==> src/rtl/ssadc_pkg.sv <==
// Shared types for the single-slope conversion sequencer.
// Assumes a 3-bit address map with ground at all zeros and reference at all ones.
package ssadc_pkg;
    typedef enum logic [1:0] {
        ST_IDLE = 2'd0,
        ST_ACQ  = 2'd1,
        ST_RAMP = 2'd2
    } seq_state_t;
endpackage

==> src/rtl/ssadc_fall_det.sv <==
// Synchronizes the asynchronous comparator output and flags its falling edge.
// Assumes the pin idles high (pull-up), so the chain resets to ones.
module ssadc_fall_det #(
    parameter int STAGES = 2
) (
    input  logic clk,
    input  logic rst_n,
    input  logic din,
    output logic fall
);
    logic [STAGES:0] sh;

    // Shift chain: STAGES synchronizer flops plus one history flop.
    always_ff @(posedge clk) begin
        if (!rst_n) sh <= '1;
        else        sh <= {sh[STAGES-1:0], din};
    end

    assign fall = sh[STAGES] & ~sh[STAGES-1];
endmodule

==> src/rtl/ssadc_ramp_timer.sv <==
// Counts ramp cycles, gives a saturated result and a timeout flag.
// Assumes TMO_W >= CNT_W and tmo_lim >= 1.
module ssadc_ramp_timer #(
    parameter int CNT_W = 8,
    parameter int TMO_W = 12
) (
    input  logic             clk,
    input  logic             rst_n,
    input  logic             run,
    input  logic [TMO_W-1:0] tmo_lim,
    output logic [CNT_W-1:0] count,
    output logic             expired
);
    logic [TMO_W-1:0] rcyc;

    // Cycle counter: cleared outside the ramp, saturating inside it.
    always_ff @(posedge clk) begin
        if (!rst_n || !run)  rcyc <= '0;
        else if (rcyc != '1) rcyc <= rcyc + 1'b1;
    end

    generate
        if (TMO_W > CNT_W) begin : g_sat
            assign count = (|rcyc[TMO_W-1:CNT_W]) ? '1 : rcyc[CNT_W-1:0];
        end else begin : g_direct
            assign count = rcyc[CNT_W-1:0];
        end
    endgenerate

    assign expired = (rcyc == tmo_lim - 1'b1);
endmodule

==> src/rtl/ssadc_cfg.sv <==
// Holds acquisition length and timeout limit, raising each to its minimum on write.
// Assumes the caller blocks writes while a sequence runs.
module ssadc_cfg #(
    parameter int ACQ_W   = 8,
    parameter int ACQ_MIN = 4,
    parameter int ACQ_DEF = 16,
    parameter int TMO_W   = 12,
    parameter int TMO_DEF = 400
) (
    input  logic             clk,
    input  logic             rst_n,
    input  logic             we,
    input  logic [ACQ_W-1:0] acq_in,
    input  logic [TMO_W-1:0] tmo_in,
    output logic [ACQ_W-1:0] acq_len,
    output logic [TMO_W-1:0] tmo_lim
);
    localparam logic [ACQ_W-1:0] ACQ_FLOOR = ACQ_W'(ACQ_MIN);
    localparam logic [TMO_W-1:0] TMO_FLOOR = TMO_W'(1);

    // Configuration registers with minimum enforcement.
    always_ff @(posedge clk) begin
        if (!rst_n) begin
            acq_len <= ACQ_W'(ACQ_DEF);
            tmo_lim <= TMO_W'(TMO_DEF);
        end else if (we) begin
            acq_len <= (acq_in < ACQ_FLOOR) ? ACQ_FLOOR : acq_in;
            tmo_lim <= (tmo_in < TMO_FLOOR) ? TMO_FLOOR : tmo_in;
        end
    end
endmodule

==> src/rtl/ssadc_seq.sv <==
// Sequencer for an external single-slope converter: acquisition, ramp timing, scan.
// Assumes ramp_stop is high while the capacitor holds charge and falls at ramp end.
module ssadc_seq #(
    parameter int ACQ_W       = 8,
    parameter int ACQ_MIN     = 4,
    parameter int ACQ_DEF     = 16,
    parameter int TMO_W       = 12,
    parameter int TMO_DEF     = 400,
    parameter int CNT_W       = 8,
    parameter int SYNC_STAGES = 2
) (
    input  logic             clk,
    input  logic             rst_n,
    input  logic             cfg_we,
    input  logic [ACQ_W-1:0] cfg_acq,
    input  logic [TMO_W-1:0] cfg_tmo,
    input  logic             start,
    input  logic             mode_scan,
    input  logic [2:0]       chan_sel,
    output logic             busy,
    output logic [2:0]       ch_addr,
    output logic             ramp_go,
    input  logic             ramp_stop,
    output logic             res_valid,
    output logic [CNT_W-1:0] res_count,
    output logic [2:0]       res_chan,
    output logic             res_err
);
    import ssadc_pkg::*;

    localparam logic [2:0] ADDR_LAST = 3'b111;

    seq_state_t       state;
    logic             scan_q;
    logic [ACQ_W-1:0] acq_cnt;
    logic [ACQ_W-1:0] acq_len;
    logic [TMO_W-1:0] tmo_lim;
    logic [CNT_W-1:0] t_count;
    logic             t_expired;
    logic             stop_fall;
    logic             ramp_end;

    assign busy     = (state != ST_IDLE);
    assign ramp_go  = (state == ST_RAMP);
    assign ramp_end = ramp_go && (stop_fall || t_expired);

    ssadc_cfg #(
        .ACQ_W(ACQ_W), .ACQ_MIN(ACQ_MIN), .ACQ_DEF(ACQ_DEF),
        .TMO_W(TMO_W), .TMO_DEF(TMO_DEF)
    ) u_cfg (
        .clk(clk), .rst_n(rst_n), .we(cfg_we && !busy),
        .acq_in(cfg_acq), .tmo_in(cfg_tmo),
        .acq_len(acq_len), .tmo_lim(tmo_lim)
    );

    ssadc_fall_det #(.STAGES(SYNC_STAGES)) u_fall (
        .clk(clk), .rst_n(rst_n), .din(ramp_stop), .fall(stop_fall)
    );

    ssadc_ramp_timer #(.CNT_W(CNT_W), .TMO_W(TMO_W)) u_tmr (
        .clk(clk), .rst_n(rst_n), .run(ramp_go), .tmo_lim(tmo_lim),
        .count(t_count), .expired(t_expired)
    );

    // Phase sequencing, channel stepping and acquisition counting.
    always_ff @(posedge clk) begin
        if (!rst_n) begin
            state   <= ST_IDLE;
            scan_q  <= 1'b0;
            ch_addr <= '0;
            acq_cnt <= '0;
        end else begin
            case (state)
                ST_IDLE: if (start) begin
                    state   <= ST_ACQ;
                    scan_q  <= mode_scan;
                    ch_addr <= mode_scan ? 3'b000 : chan_sel;
                    acq_cnt <= '0;
                end
                ST_ACQ: begin
                    if (acq_cnt == acq_len - 1'b1) state <= ST_RAMP;
                    else                           acq_cnt <= acq_cnt + 1'b1;
                end
                ST_RAMP: if (ramp_end) begin
                    if (scan_q && ch_addr != ADDR_LAST) begin
                        state   <= ST_ACQ;
                        ch_addr <= ch_addr + 3'd1;
                        acq_cnt <= '0;
                    end else begin
                        state <= ST_IDLE;
                    end
                end
                default: state <= ST_IDLE;
            endcase
        end
    end

    // Result word capture and one-cycle strobe.
    always_ff @(posedge clk) begin
        if (!rst_n) begin
            res_valid <= 1'b0;
            res_count <= '0;
            res_chan  <= '0;
            res_err   <= 1'b0;
        end else begin
            res_valid <= ramp_end;
            if (ramp_end) begin
                res_count <= t_count;
                res_chan  <= ch_addr;
                res_err   <= !stop_fall;
            end
        end
    end
endmodule

==> config.mk <==
export PLATFORM = sky130hd
export DESIGN_NAME = ssadc_seq
export DESIGN_NICKNAME = d
export VERILOG_FILES = /design/src/rtl/ssadc_pkg.sv /design/src/rtl/ssadc_fall_det.sv /design/src/rtl/ssadc_ramp_timer.sv /design/src/rtl/ssadc_cfg.sv /design/src/rtl/ssadc_seq.sv
export SDC_FILE = /design/constraint.sdc
export NUM_CORES = 1
export LEC_CHECK = 0
export BUFFER_PORTS_ARGS = -buffer_cell sky130_fd_sc_hd__buf_4
export CELL_PAD_IN_SITES_DETAIL_PLACEMENT = 0
export CELL_PAD_IN_SITES_GLOBAL_PLACEMENT = 2
export CORE_UTILIZATION = 36
export DETAILED_ROUTE_END_ITERATION = 8
export HOLD_SLACK_MARGIN = 0.02
export MAX_ROUTING_LAYER = met4
export PLACE_DENSITY = 0.88
export SLEW_MARGIN = 20
export SYNTH_ARGS = -nofsm -noshare
export SYNTH_HDL_FRONTEND = slang
export SYNTH_SLANG_ARGS = --single-unit
==> constraint.sdc <==
create_clock -name clk -period 4 [get_ports clk]
set_clock_uncertainty 0.1 [all_clocks]
set_input_delay 0.2 -clock clk [delete_from_list [all_inputs] [get_ports clk]]
set_output_delay 0.2 -clock clk [all_outputs]
set_load 0.05 [all_outputs]
==> Flow_metrics.wiki <==
{| class="wikitable"
! Metric !! Value
|-
| Status || finished, final reports clean
|-
| Area enclosed by the die boundary || 0.00946 mm^2
|-
| Global routing usage summed across all routing layers || 0.173
|-
| Final setup fails || 0
|-
| Flip-flop and latch count after synthesis || 62
|-
| Number of flops mapped to enable cells by yosys || 0
|-
| Number of rows in the core area || 34
|-
| Die Width || 97.3 um
|-
| Max-cap check violation count || 0
|-
| Number of H-tree levels || 3
|-
| RSZ-0062 raised after global routing || false
|-
| ANT cells || 0
|-
| Placed wire-length estimate || 5510 um
|-
| CP Launch Type || flip-flop
|-
| Delay of the slowest cell on the worst path || 0.41 ns
|-
| Fraction of the yosys area taken by sequential cells || 0.380
|-
| Classification of the worst-slack hold path || in2reg
|-
| Net count after synthesis || 446
|-
| Worst path arrival time || 3.43 ns
|-
| Placement-stage cell area || 0.00365 mm^2
|-
| CP Max Fanout || 15
|-
| Area of the mapped netlist || 0.00327 mm^2
|-
| Largest net degree at the start of global routing || 36
|-
| First-pass GRT wire length || 13100 um
|-
| Proportion of netlist area held by the largest area contributor || 0.380
|-
| Class of the most critical setup path || reg2reg
|-
| Number of antenna violations at the first check in global routing || 0
|-
| Core region area || 0.00876 mm^2
|-
| Count of pins on the block boundary || 47
|-
| Post-synthesis area per instance || 7.95 um^2
|-
| Detailed Routing Iterations Pass 1 || 6
|-
| Share of post-route cells with drive strength above 1 || 0.150
|-
| Number of instances in the synthesized netlist || 411
|-
| Routed WL per cell || 13.7 um
|-
| Final max-slew violation count || 0
|-
| Commonest register cell after synthesis || sky130_fd_sc_hd__dfxtp_1
|-
| Final global-route overflow total || 0
|-
| Pwr per Cell Area || 358 mW/mm^2
|-
| Post-synthesis cell type with the largest combined area || sky130_fd_sc_hd__dfxtp_1
|-
| CTS tree || yes
|-
| Filler instances || 912
|-
| Final-stage net count || 490
|-
| Maximum resistive drop on vdd || 0.000121 V
|-
| Initial Util || 0.373
|-
| Cell with the biggest individual delay on the critical path || sky130_fd_sc_hd__nor4b_4
|-
| CTS Buf Count || 9
|-
| Worst slew margin || 0.493
|-
| Leading post-synthesis cells by instance count || sky130_fd_sc_hd__dfxtp_1, sky130_fd_sc_hd__nand2_1, sky130_fd_sc_hd__o21ai_0
|-
| Fraction of synthesis flops using an asynchronous set or reset pin || 0
|-
| Post-route standard cell area excluding fillers || 0.00398 mm^2
|-
| Overall routed net length || 7750 um
|-
| Critical path, cell by cell || inv_1 -> ha_1 -> nor3b_1 -> nand3_1 -> or3b_1 -> a32o_1 -> nor4b_4 -> o21ai_2 -> or3_1 -> a21oi_1
|-
| Routed via count || 3031
|-
| Vias/cell || 5.35
|-
| Sinks on the clock net || 62
|-
| Final hold violations || 0
|-
| Ranking of synthesized cells by area || sky130_fd_sc_hd__dfxtp_1, sky130_fd_sc_hd__nand2_1, sky130_fd_sc_hd__xnor2_1, sky130_fd_sc_hd__o21ai_0, sky130_fd_sc_hd__a21oi_1
|-
| Shortest clock period the worst path allows after layout || 3.26 ns
|-
| Transition time at the pin with the least slew margin || 0.759 ns
|-
| Fraction of the cycle the final worst path needs || 0.815
|-
| Remaining DRCs || 0
|-
| Maximum clock frequency || 307 MHz
|-
| Clock latency reported for the late side of the worst-skew pair || 0.33 ns
|-
| Delay-heaviest family, CP || simple AND/OR/NAND/NOR gates
|-
| Routability-driven placement congestion ratio || 0.890
|-
| Layout overhead on the synthesized area || 21.9%
|-
| Post-CTS sizing || 0
|-
| Most common cell in the synthesized netlist || sky130_fd_sc_hd__dfxtp_1
|-
| Buffer levels on the longest clock path || 2
|-
| Ys Warns || 0
|-
| Vias in the first global route || 2724
|-
| Leakage power || 1.49 nW
|-
| Count of different cell masters after synthesis || 55
|-
| Die Y || 97.3 um
|-
| Worst path required time || 4.17 ns
|-
| End-of-flow core utilization || 0.455
|-
| Count of buffers from port buffering || 46
|-
| Initial DRC count || 174
|-
| Number of nets still failing antenna checks after routing || 0
|-
| Aggregate negative setup slack || 0 ns
|-
| Sort of element at the end of the critical path || flip-flop
|-
| Worst path buffer plus inverter count || 1
|-
| Clock slew at reported path FFs || 0.07 ns
|-
| Root buffer cell || sky130_fd_sc_hd__clkbuf_8
|}
==> cells by family after synthesis <==
group | count (synthesis) | share of synthesized area
simple gates | 183 | 0.295
fa+ha+maj | 6 | 0.0230
compound gates | 88 | 0.160
flops | 62 | 0.380
xor+xnor | 31 | 0.0831
buf+inv | 36 | 0.0437
mux | 5 | 0.0153
==> cells in the final DEF, fill, tap and decap left out, types with 5 or more instances in the layout <==
cell | synthesis | routed
sky130_fd_sc_hd__clkbuf_8 | 0 | 12
sky130_fd_sc_hd__o21ai_0 | 32 | 32
sky130_fd_sc_hd__nor2_1 | 26 | 26
sky130_fd_sc_hd__nand2b_1 | 7 | 7
sky130_fd_sc_hd__nor2b_1 | 5 | 5
sky130_fd_sc_hd__dfxtp_1 | 62 | 62
sky130_fd_sc_hd__mux2i_1 | 5 | 5
sky130_fd_sc_hd__nand3_1 | 27 | 27
sky130_fd_sc_hd__nor4_1 | 8 | 8
sky130_fd_sc_hd__or3_1 | 9 | 9
sky130_fd_sc_hd__nand4_1 | 6 | 6
sky130_fd_sc_hd__inv_1 | 9 | 9
sky130_fd_sc_hd__buf_4 | 1 | 47
sky130_fd_sc_hd__nand2_1 | 56 | 56
sky130_fd_sc_hd__dlygate4sd3_1 | 0 | 13
sky130_fd_sc_hd__xor2_1 | 11 | 11
sky130_fd_sc_hd__a21oi_1 | 29 | 29
sky130_fd_sc_hd__ha_1 | 6 | 6
sky130_fd_sc_hd__nor3_1 | 11 | 11
sky130_fd_sc_hd__xnor2_1 | 20 | 20
==> routing by layer <==
metal | up-vias | part of all wire | track usage
met5 | - | 0 | -
met4 | 0 | 0.018 | 0.0679
met3 | 13 | 0.045 | 0.0317
met2 | 77 | 0.42 | 0.249
met1 | 1395 | 0.52 | 0.241
li1 | 1546 | - | -
==> report_power, final <==
part / switching [mW] / total (mW) / internal (mW)
clock: 0.239 / 0.573 / 0.334
sequential: 0.0286 / 0.665 / 0.637
combinational: 0.0990 / 0.186 / 0.0873
==> worst min-delay path: cells and delay by family <==
family	cells	cell delay (ns)
buffers and inverters	1	0.12
and+or+nand+nor	1	0.06
AOI/OAI and AO/OA	1	0.05
==> flip-flops by register name (all words and copies together), names as in the netlist, 2 cells and up <==
name and flops:
acq_cnt 8, ch_addr 3, res_chan 3, res_count 8, state 2, u_cfg.acq_len 8, u_cfg.tmo_lim 12, u_fall.sh 3
u_tmr.rcyc 12
==> stage by stage <==
| step | hold WS (ns) | std cells | power [mW] | setup slack (ns) |
|---|---|---|---|---|
| floorplan | 0.201 | 411 | 0.799 | 1.26 |
| global placement | 0.287 | 539 | 0.854 | 0.985 |
| detailed placement | 0.287 | 539 | 0.855 | 0.783 |
| CTS | 0.0246 | 567 | 1.44 | 0.773 |
| global route | 0.0386 | 567 | 1.49 | 0.468 |
| finish | 0.0383 | 567 | 1.43 | 0.739 |
==> cell type report <==
| cell class | count | area [um^2] | area share |
|---|---|---|---|
| Multi-Input combinational cell | 313 | 1880 | 0.473 |
| Tap cell | 108 | 135 | 0.0339 |
| Clock buffer | 12 | 165 | 0.0415 |
| Inverter | 9 | 33.8 | 0.00848 |
| Timing Repair Buffer | 60 | 483 | 0.121 |
| Clock inverter | 3 | 42.5 | 0.0107 |
| Sequential cell | 62 | 1240 | 0.312 |
==> worst paths after layout <==
path / from / to / slack, ns / cells past startpoint
max: u_cfg.tmo_lim[0]$_SDFFE_PN0P_ / acq_cnt[3]$_SDFFE_PN0P_ / 0.74 / 10
min: mode_scan / scan_q$_SDFFE_PN0P_ / 0.04 / 3
max reg2reg: u_cfg.tmo_lim[0]$_SDFFE_PN0P_ / acq_cnt[3]$_SDFFE_PN0P_ / 0.74 / 10
min reg2reg: u_fall.sh[0]$_SDFF_PN1_ / u_fall.sh[1]$_SDFF_PN1_ / 0.35 / 1
==> timing repair <==
action / CTS / global route
hold buffers: 13 / 0
setup buffers: 0 / 0
endpoints found under the hold margin: 13 / 0
Power figures use the tool's default switching activity.
